**src/rtl/pwm10_pkg.sv**
```systemverilog
package pwm10_pkg;
  localparam int TMR_W  = 8;
  localparam int FRAC_W = 2;
  localparam int DUTY_W = TMR_W + FRAC_W;
  localparam int DB_W   = 8;
  localparam int NUM_PS = 3;
  localparam int DIV_W  = FRAC_W * NUM_PS;

  typedef enum logic [1:0] {PS_DIV1 = 2'd0, PS_DIV4 = 2'd1, PS_DIV16 = 2'd2, PS_DIV16B = 2'd3} ps_e;
  typedef enum logic [1:0] {A_PERIOD = 2'd0, A_DUTY_HI = 2'd1, A_CTRL = 2'd2, A_DBAND = 2'd3} addr_e;

  typedef struct packed {
    logic [TMR_W-1:0]  period;
    logic [DUTY_W-1:0] duty;
    ps_e               ps;
    logic              pol;
    logic              en;
    logic              dbe;
    logic [DB_W-1:0]   db;
  } cfg_t;

  // Last divider value of one time-base step: 4*prescale - 1
  function automatic logic [DIV_W-1:0] div_limit(ps_e ps);
    case (ps)
      PS_DIV1: div_limit = DIV_W'(3);
      PS_DIV4: div_limit = DIV_W'(15);
      default: div_limit = DIV_W'(63);
    endcase
  endfunction

  function automatic int ps_index(ps_e ps);
    case (ps)
      PS_DIV1: ps_index = 0;
      PS_DIV4: ps_index = 1;
      default: ps_index = 2;
    endcase
  endfunction
endpackage

```
**src/rtl/pwm10_regs.sv**
```systemverilog
module pwm10_regs
  import pwm10_pkg::*;
(
  input  logic       clk,
  input  logic       rst_n,
  input  logic       wr_en,
  input  logic [1:0] wr_addr,
  input  logic [7:0] wr_data,
  output cfg_t       cfg_b
);
  always_ff @(posedge clk or negedge rst_n) begin
    if (!rst_n) begin
      cfg_b <= '0;
    end else if (wr_en) begin
      case (addr_e'(wr_addr))
        A_PERIOD:  cfg_b.period <= wr_data[TMR_W-1:0];
        A_DUTY_HI: cfg_b.duty[DUTY_W-1:FRAC_W] <= wr_data[TMR_W-1:0];
        A_CTRL: begin
          cfg_b.duty[FRAC_W-1:0] <= wr_data[FRAC_W-1:0];
          cfg_b.ps  <= ps_e'(wr_data[3:2]);
          cfg_b.pol <= wr_data[4];
          cfg_b.en  <= wr_data[5];
          cfg_b.dbe <= wr_data[6];
        end
        default:   cfg_b.db <= wr_data[DB_W-1:0];
      endcase
    end
  end
endmodule

```
**src/rtl/pwm10_shadow.sv**
```systemverilog
module pwm10_shadow
  import pwm10_pkg::*;
(
  input  logic clk,
  input  logic rst_n,
  input  logic wrap,
  input  logic match,
  input  cfg_t cfg_b,
  output cfg_t cfg_a
);
  always_ff @(posedge clk or negedge rst_n) begin
    if (!rst_n) begin
      cfg_a <= '0;
    end else begin
      if (wrap) begin
        cfg_a.period <= cfg_b.period;
        cfg_a.duty   <= cfg_b.duty;
        cfg_a.ps     <= cfg_b.ps;
        cfg_a.pol    <= cfg_b.pol;
        cfg_a.en     <= cfg_b.en;
        cfg_a.dbe    <= cfg_b.dbe;
      end
      // dead-band count: captured at the duty boundary or the period boundary
      if (wrap || match) cfg_a.db <= cfg_b.db;
    end
  end

  AST_DUTY_HELD: assert property (@(posedge clk) disable iff (!rst_n) !wrap |=> $stable(cfg_a.duty));
  AST_POL_HELD:  assert property (@(posedge clk) disable iff (!rst_n) !wrap |=> $stable(cfg_a.pol));
  AST_EN_HELD:   assert property (@(posedge clk) disable iff (!rst_n) !wrap |=> $stable(cfg_a.en));
endmodule

```
**src/rtl/pwm10_timebase.sv**
```systemverilog
module pwm10_timebase
  import pwm10_pkg::*;
(
  input  logic              clk,
  input  logic              rst_n,
  input  logic [TMR_W-1:0]  period_a,
  input  ps_e               ps_a,
  output logic [TMR_W-1:0]  tmr,
  output logic [FRAC_W-1:0] sub,
  output logic              wrap
);
  logic [DIV_W-1:0]  div_q;
  logic [DIV_W-1:0]  lim;
  logic              tick;
  logic [FRAC_W-1:0] taps [NUM_PS];

  // each prescale option taps its own two-bit slice of the divider
  for (genvar g = 0; g < NUM_PS; g++) begin : g_tap
    assign taps[g] = div_q[FRAC_W*g +: FRAC_W];
  end

  assign lim  = div_limit(ps_a);
  assign tick = (div_q == lim);
  assign wrap = tick && (tmr == period_a);
  assign sub  = taps[ps_index(ps_a)];

  always_ff @(posedge clk or negedge rst_n) begin
    if (!rst_n) begin
      div_q <= '0;
      tmr   <= '0;
    end else begin
      div_q <= tick ? '0 : div_q + 1'b1;
      if (wrap)      tmr <= '0;
      else if (tick) tmr <= tmr + 1'b1;
    end
  end

  AST_DIV_IN_RANGE: assert property (@(posedge clk) disable iff (!rst_n) div_q <= lim);
  AST_WRAP_CLEARS:  assert property (@(posedge clk) disable iff (!rst_n) wrap |=> tmr == '0);
  AST_TMR_STEP:     assert property (@(posedge clk) disable iff (!rst_n)
                      (tick && !wrap) |=> tmr == $past(tmr) + 1'b1);
  AST_TMR_BOUND:    assert property (@(posedge clk) disable iff (!rst_n)
                      (tmr > period_a) |=> tmr >= $past(tmr));
endmodule

```
**src/rtl/pwm10_wave.sv**
```systemverilog
module pwm10_wave
  import pwm10_pkg::*;
(
  input  logic              clk,
  input  logic              rst_n,
  input  logic              wrap,
  input  logic [TMR_W-1:0]  tmr,
  input  logic [FRAC_W-1:0] sub,
  input  cfg_t              cfg_b,
  input  cfg_t              cfg_a,
  output logic              match,
  output logic              pwm_out
);
  logic            act_q;
  logic            pend_q;
  logic [DB_W-1:0] dly_q;
  logic            active;
  logic            start_ok;
  logic            use_db;

  assign match    = ({tmr, sub} == cfg_a.duty);
  assign start_ok = cfg_b.en && (cfg_b.duty != '0);
  assign use_db   = cfg_b.dbe && (cfg_a.db != '0);
  assign active   = act_q && !match;
  assign pwm_out  = active ^ cfg_a.pol;

  always_ff @(posedge clk or negedge rst_n) begin
    if (!rst_n) begin
      act_q  <= 1'b0;
      pend_q <= 1'b0;
      dly_q  <= '0;
    end else if (wrap) begin
      act_q  <= start_ok && !use_db;
      pend_q <= start_ok && use_db;
      dly_q  <= cfg_a.db;
    end else if (match) begin
      act_q  <= 1'b0;
      pend_q <= 1'b0;
    end else if (pend_q) begin
      if (dly_q == DB_W'(1)) begin
        act_q  <= 1'b1;
        pend_q <= 1'b0;
      end else begin
        dly_q <= dly_q - 1'b1;
      end
    end
  end

  AST_ZERO_DUTY_IDLE: assert property (@(posedge clk) disable iff (!rst_n)
                        (cfg_a.duty == '0) |-> !active);
  AST_DISABLED_IDLE:  assert property (@(posedge clk) disable iff (!rst_n)
                        !cfg_a.en |-> !active);
  AST_DB_HOLDS_EDGE:  assert property (@(posedge clk) disable iff (!rst_n)
                        pend_q |-> !active);
  AST_OVER_PERIOD_ON: assert property (@(posedge clk) disable iff (!rst_n)
                        (wrap && cfg_b.en && !cfg_b.dbe && cfg_b.duty > {cfg_b.period, 2'b11})
                        |=> active);
endmodule

```
**src/rtl/pwm10_gen.sv**
```systemverilog
module pwm10_gen
  import pwm10_pkg::*;
(
  input  logic       clk,
  input  logic       rst_n,
  input  logic       wr_en,
  input  logic [1:0] wr_addr,
  input  logic [7:0] wr_data,
  output logic       pwm_out
);
  cfg_t              cfg_b;
  cfg_t              cfg_a;
  logic [TMR_W-1:0]  tmr;
  logic [FRAC_W-1:0] sub;
  logic              wrap;
  logic              match;

  pwm10_regs u_regs (
    .clk(clk), .rst_n(rst_n), .wr_en(wr_en), .wr_addr(wr_addr),
    .wr_data(wr_data), .cfg_b(cfg_b)
  );

  pwm10_shadow u_shadow (
    .clk(clk), .rst_n(rst_n), .wrap(wrap), .match(match),
    .cfg_b(cfg_b), .cfg_a(cfg_a)
  );

  pwm10_timebase u_tb (
    .clk(clk), .rst_n(rst_n), .period_a(cfg_a.period), .ps_a(cfg_a.ps),
    .tmr(tmr), .sub(sub), .wrap(wrap)
  );

  pwm10_wave u_wave (
    .clk(clk), .rst_n(rst_n), .wrap(wrap), .tmr(tmr), .sub(sub),
    .cfg_b(cfg_b), .cfg_a(cfg_a), .match(match), .pwm_out(pwm_out)
  );

  AST_RESET_LOW: assert property (@(posedge clk) $fell(rst_n) |=> !pwm_out);
endmodule

```
**config.mk**
```make
export PLATFORM = sky130hd
export DESIGN_NAME = pwm10_gen
export DESIGN_NICKNAME = d
export VERILOG_FILES = /design/src/rtl/pwm10_pkg.sv /design/src/rtl/pwm10_regs.sv /design/src/rtl/pwm10_shadow.sv /design/src/rtl/pwm10_timebase.sv /design/src/rtl/pwm10_wave.sv /design/src/rtl/pwm10_gen.sv
export SDC_FILE = /design/constraint.sdc
export NUM_CORES = 1
export LEC_CHECK = 0
export BUFFER_PORTS_ARGS = -buffer_cell sky130_fd_sc_hd__buf_2
export CORE_UTILIZATION = 61
export CTS_CLUSTER_SIZE = 8
export DETAILED_ROUTE_END_ITERATION = 16
export PLACE_DENSITY = 0.77
export SLEW_MARGIN = 30
export SYNTH_ARGS = -nofsm -noshare
export SYNTH_HDL_FRONTEND = slang
export SYNTH_SLANG_ARGS = --single-unit
```
**constraint.sdc**
```tcl
create_clock -name clk -period 2.8 [get_ports clk]
set_clock_uncertainty 0.1 [all_clocks]
set_input_delay 0.14 -clock clk [delete_from_list [all_inputs] [get_ports clk]]
set_output_delay 0.14 -clock clk [all_outputs]
set_load 0.005 [all_outputs]
```
# Word level (Yosys, flattened, before mapping)
# Index checks and enable logic that the tools add are counted.
# word_totals
reg_bits,84
# op_classes
add_sub_neg,3
magnitude_cmp,1
n_eq_ne,9
n_mux,20
bitwise_logic,3
reduce_logical,24
# op_table
cell,count
$mux W8,6
$ge A32 B3 Y1 const B,1
$not A2 Y32,1
$pmux W6 S2,1
$eq A10 B10 Y1,1
$reduce_and A2 Y1,5
$reduce_bool A10 Y1,1
$add A8 B1 Y8 const B,1
$eq A8 B1 Y1 const B,1
$eq A8 B8 Y1,1
$mux W1,8
$reduce_bool A8 Y1,1
$sub A8 B1 Y8 const B,1
$add A6 B1 Y6 const B,1
$eq A6 B6 Y1,1
$logic_and A1 B1 Y1,6
$mux W6,1
$reduce_bool A3 Y1,2
$bmux W2 S2,1
$eq A2 B1 Y1 const B,2
$logic_not A2 Y1,2
$mux W2,2
$pmux W2 S2,1
$reduce_bool A2 Y1,2
other kinds (9),10

# Logic depth before layout (Yosys ltp)
# depth
ltp_word,10
ltp_mapped,8

# Cells and area by module
# Synthesis repeated with hierarchy kept, for this count alone.
# hier_totals
cells_unflattened,326
area_unflattened_um2,4154.0
# modules_own_cells
module,n_inst,cells_per_inst,area_each_um2,seq_area_each_um2
pwm10_shadow,1,66,1271.2,775.7
pwm10_regs,1,66,1172.4,775.7
pwm10_timebase,1,99,884.6,350.3
pwm10_wave,1,95,825.8,250.2

# Worst setup path before layout
# No wires, ideal clock.
# synth_timing
kind,register to register
from,register u_tb.tmr[1]
to,register u_shadow.cfg_a[0] (netlist name)
setup_time_ns,0.125
arrival_ns,1.891
setup_slack_ns,0.684
path_stages_with_launch,9
synth_period_minus_slack_ns,2.116
path_cell_list,dfrtp_1 > buf_2 > xor2_1 > nor4_2 > nand4b_2 > nor2_2 > or2_1 > buf_6 > mux2_4
# synth_via
elab_chain_cells,3
# synth_lines
element,line,source
start: declaration,pwm10_timebase.sv:8,"output logic [TMR_W-1:0] tmr,"
start signal: assignment,pwm10_timebase.sv:34,else if (tick) tmr <= tmr + 1'b1;
$eq A8 B8 Y1,pwm10_timebase.sv:24,assign wrap = tick && (tmr == period_a);
$logic_and A1 B1 Y1,pwm10_timebase.sv:24,
$logic_or A1 B1 Y1 (*),pwm10_shadow.sv:24,if (wrap || match) cfg_a.db <= cfg_b.db;
# Mark *: on every way between the ends. The rest lies on a longest branch, timed or not.
# A chain may end at the register's enable or synchronous reset.

# Final worst setup path
# layout_timing
from,register u_tb.tmr[6]
to,register u_shadow.cfg_a[6] (netlist name)
# layout_via
elab_chain_cells,3
# layout_lines
element,line
$eq A8 B8 Y1,pwm10_timebase.sv:24
$logic_and A1 B1 Y1,pwm10_timebase.sv:24
$logic_or A1 B1 Y1 (*),pwm10_shadow.sv:24
# Marks and branches as above.

==> metrics.cfg <==
[die]
core.rowCount = 28
dieArea_um2 = 6700
die_h_um = 81.9
initial_utilization = 0.646
core_um2 = 6030
pin_count = 14
die_w_um = 81.9

[logic_synthesis]
synth_top_cell_by_area = dfrtp_1
synthSimpleGateAreaFrac = 0.108
synth.avg_cell_area_um2 = 12.8
netlist.area_leader.share = 0.540
synth_cell_types = 46
ys.flop_type = dfrtp_1
synth_nets = 322
synth_area_leaders = dfrtp_1, mux2_2, xor2_1
postSynthCellCount = 305
synthAdderAreaFrac = 0.0129
async_reset_ff_frac = 1.00
synth_top_family_by_area = multiplexers
synth.most_common_cell = dfrtp_1
synth_compound_area_frac = 0.0559
yosysWarnings = 0
synth_edf_count = 0
syn_area_um2 = 3890
muxShareOfSynthArea = 0.189
ys_seq_area_frac = 0.540
ys_ff_latch = 84
synthTopCellsByCount = dfrtp_1, mux2_2, xor2_1
synth_xor_area_frac = 0.0739

[timing]
setup_viol = 0
period_minus_slack_ns = 2.57
fin_setup_tns_ns = 0
worst_slew_pin_slew_ns = 0.741
maxSlewHeadroom = 0.506
setup_ws_ns = 0.234
min_period_over_period = 0.917
final_max_slew_viol_count = 0
rsz0062_at_grt = false
fmax_mhz = 390
hold_viol = 0

[place]
placed_cells = 385
gp_congestion = 0.867
place_ws_ns = 0.279
portBuffers = 13
placed_cell_area_um2 = 4020
dp_hpwl_mm = 4.95

[setup_path]
worst_setup_path_end_kind = flop
worstPathArrival_ns = 2.71
crit_type = flop to flop
crit_chain = xor2_1, nor4_1, nand4b_2, nor2_2, or2_1, mux2_4
path_max_fanout = 8
cp.required_ns = 2.94
critPathMaxStageDelay_ns = 0.47
crit_path_top_delay_cell = or2_1
start_kind = flop

[clocking]
cts_resized = 0
clk_latency_ns = 0.35
cts_max_level = 3
cts_setup_buffers = 0
clockRootBuffer = clkbuf_8
numCtsBuffers = 9
cts_max_path_buffers = 2
cts_hold_buf = 6
cts_tree = done
clkTransAtPathRegs_ns = 0.08
cts.sink_count = 84

[drt]
drt_first_pass_iters = 4
drc_errors = 0
drtIter0Drc = 171
antenna_left = 0
viasPerCell = 5.87
routedWlPerCell_um = 17.7
vias = 2388
finalWirelength_mm = 7.22

[global_routing]
grt_max_degree = 85
grt_pass1_wl_mm = 11.7
groute.usage.overall = 0.246
antenna_found_initial = 0
grt-ovfl-total = 0
first_global_vias = 2315

[min_path]
hp-class = primary input to flop

[flow_run]
cap_violations = 0

[status]
status = finished clean

[power]
power_density_nw_per_um2 = 922
p_leak_uw = 0.00190
ir_drop_v = 0.000616

[finish]
n_antenna_cell = 0
n_fill_cell = 425
fin_cells = 407
area_growth_pct = 11.0
drive_gt1_frac = 0.298
post-route-cell-area_um2 = 4320
nets = 344

[area by class of cell]
type	instances	area, µm²	share of cell area
Clock inverter	6	113	0.0261
Timing Repair Buffer	22	154	0.0356
Tap cell	75	93.8	0.0217
Multi-Input combinational cell	205	1710	0.396
Sequential cell	84	2100	0.487
Inverter	5	18.8	0.00434
Clock buffer	10	128	0.0295
[worst paths after layout]
kind                                   from           endpoint  slack [ns]  cells past startpoint
max                             u_tb.tmr[6]  u_shadow.cfg_a[6]        0.23                      6
min                              wr_data[2]    u_regs.cfg_b[2]        0.01                      2
max reg2reg                     u_tb.tmr[6]  u_shadow.cfg_a[6]        0.23                      6
min reg2reg                u_regs.cfg_b[29]   u_regs.cfg_b[29]        0.41                      1
max in group asynchronous             rst_n  u_shadow.cfg_a[4]        1.80                      2
min in group asynchronous             rst_n      u_tb.div_q[1]        0.29                      2
[state kept, by name (all words and copies together) (netlist names)]
name and count:
u_tb.tmr 8, u_wave.dly_q 8, u_tb.div_q 6, u_wave.act_q 1, u_wave.pend_q 1, u_shadow.cfg_a 29, u_regs.cfg_b 31
[where the power goes]
part           switching, µW  leakage, µW  total, µW  internal, µW
combinational            447     0.000734       1010           565
clock                    426     0.000120       1020           594
sequential               367      0.00105       1950          1590
[placed cells by master (no fill, tap or decap), types with 3 or more instances in the layout]
| cell type | count |
|---|---|
| dfrtp_1 | 84 |
| mux2_2 | 52 |
| xor2_1 | 18 |
| nor2_1 | 16 |
| nand2_1 | 15 |
| xnor2_1 | 13 |
| buf_2 | 12 |
| o21ai_0 | 9 |
| clkbuf_8 | 9 |
| nand3_1 | 8 |
| mux2_4 | 8 |
| nor4_1 | 7 |
| nand4_1 | 7 |
| dlygate4sd3_1 | 6 |
| inv_1 | 5 |
| ha_1 | 4 |
| nor3_1 | 3 |
| nor2b_1 | 3 |
| mux2i_1 | 3 |
| nor3b_1 | 3 |
| o31a_1 | 3 |
| bufinv_16 | 3 |
| buf_4 | 3 |
[critical path, delay by kind of cell (launching register included)]
kind | cells | cell delay, ns
simple gates | 4 | 1.40
flops | 1 | 0.43
mux | 1 | 0.35
xor+xnor | 1 | 0.18
[layer usage]
layer,wire [µm],vias up,GRT usage,part of all wire
met4,115,0,0.107,0.016
met5,0,-,0,0
li1,-,1133,-,-
met1,3460,1181,0.353,0.48
met3,301,10,0.0467,0.042
met2,3340,64,0.364,0.46
[per-stage QoR]
stage | utilization | hold slack [ns] | power, µW
floorplan | - | -0.256 | 2700
global placement | 0.667 | 0.274 | 2910
detailed placement | 0.667 | 0.134 | 2970
CTS | 0.717 | 0.000419 | 4000
global route | 0.717 | 0.00680 | 4200
finish | 0.717 | 0.0108 | 3990
[kinds of logic (layout without fill, tap and decap cells)]
family / Yosys count / after routing
AOI/OAI and AO/OA: 29 / 29
xor gates and xnor gates: 32 / 32
adders and majority gates: 4 / 4
buffers and inverters: 16 / 43
DFF: 84 / 84
muxes: 63 / 63
and+or+nand+nor: 77 / 77
Note: power is estimated with default switching activity, not from simulation.
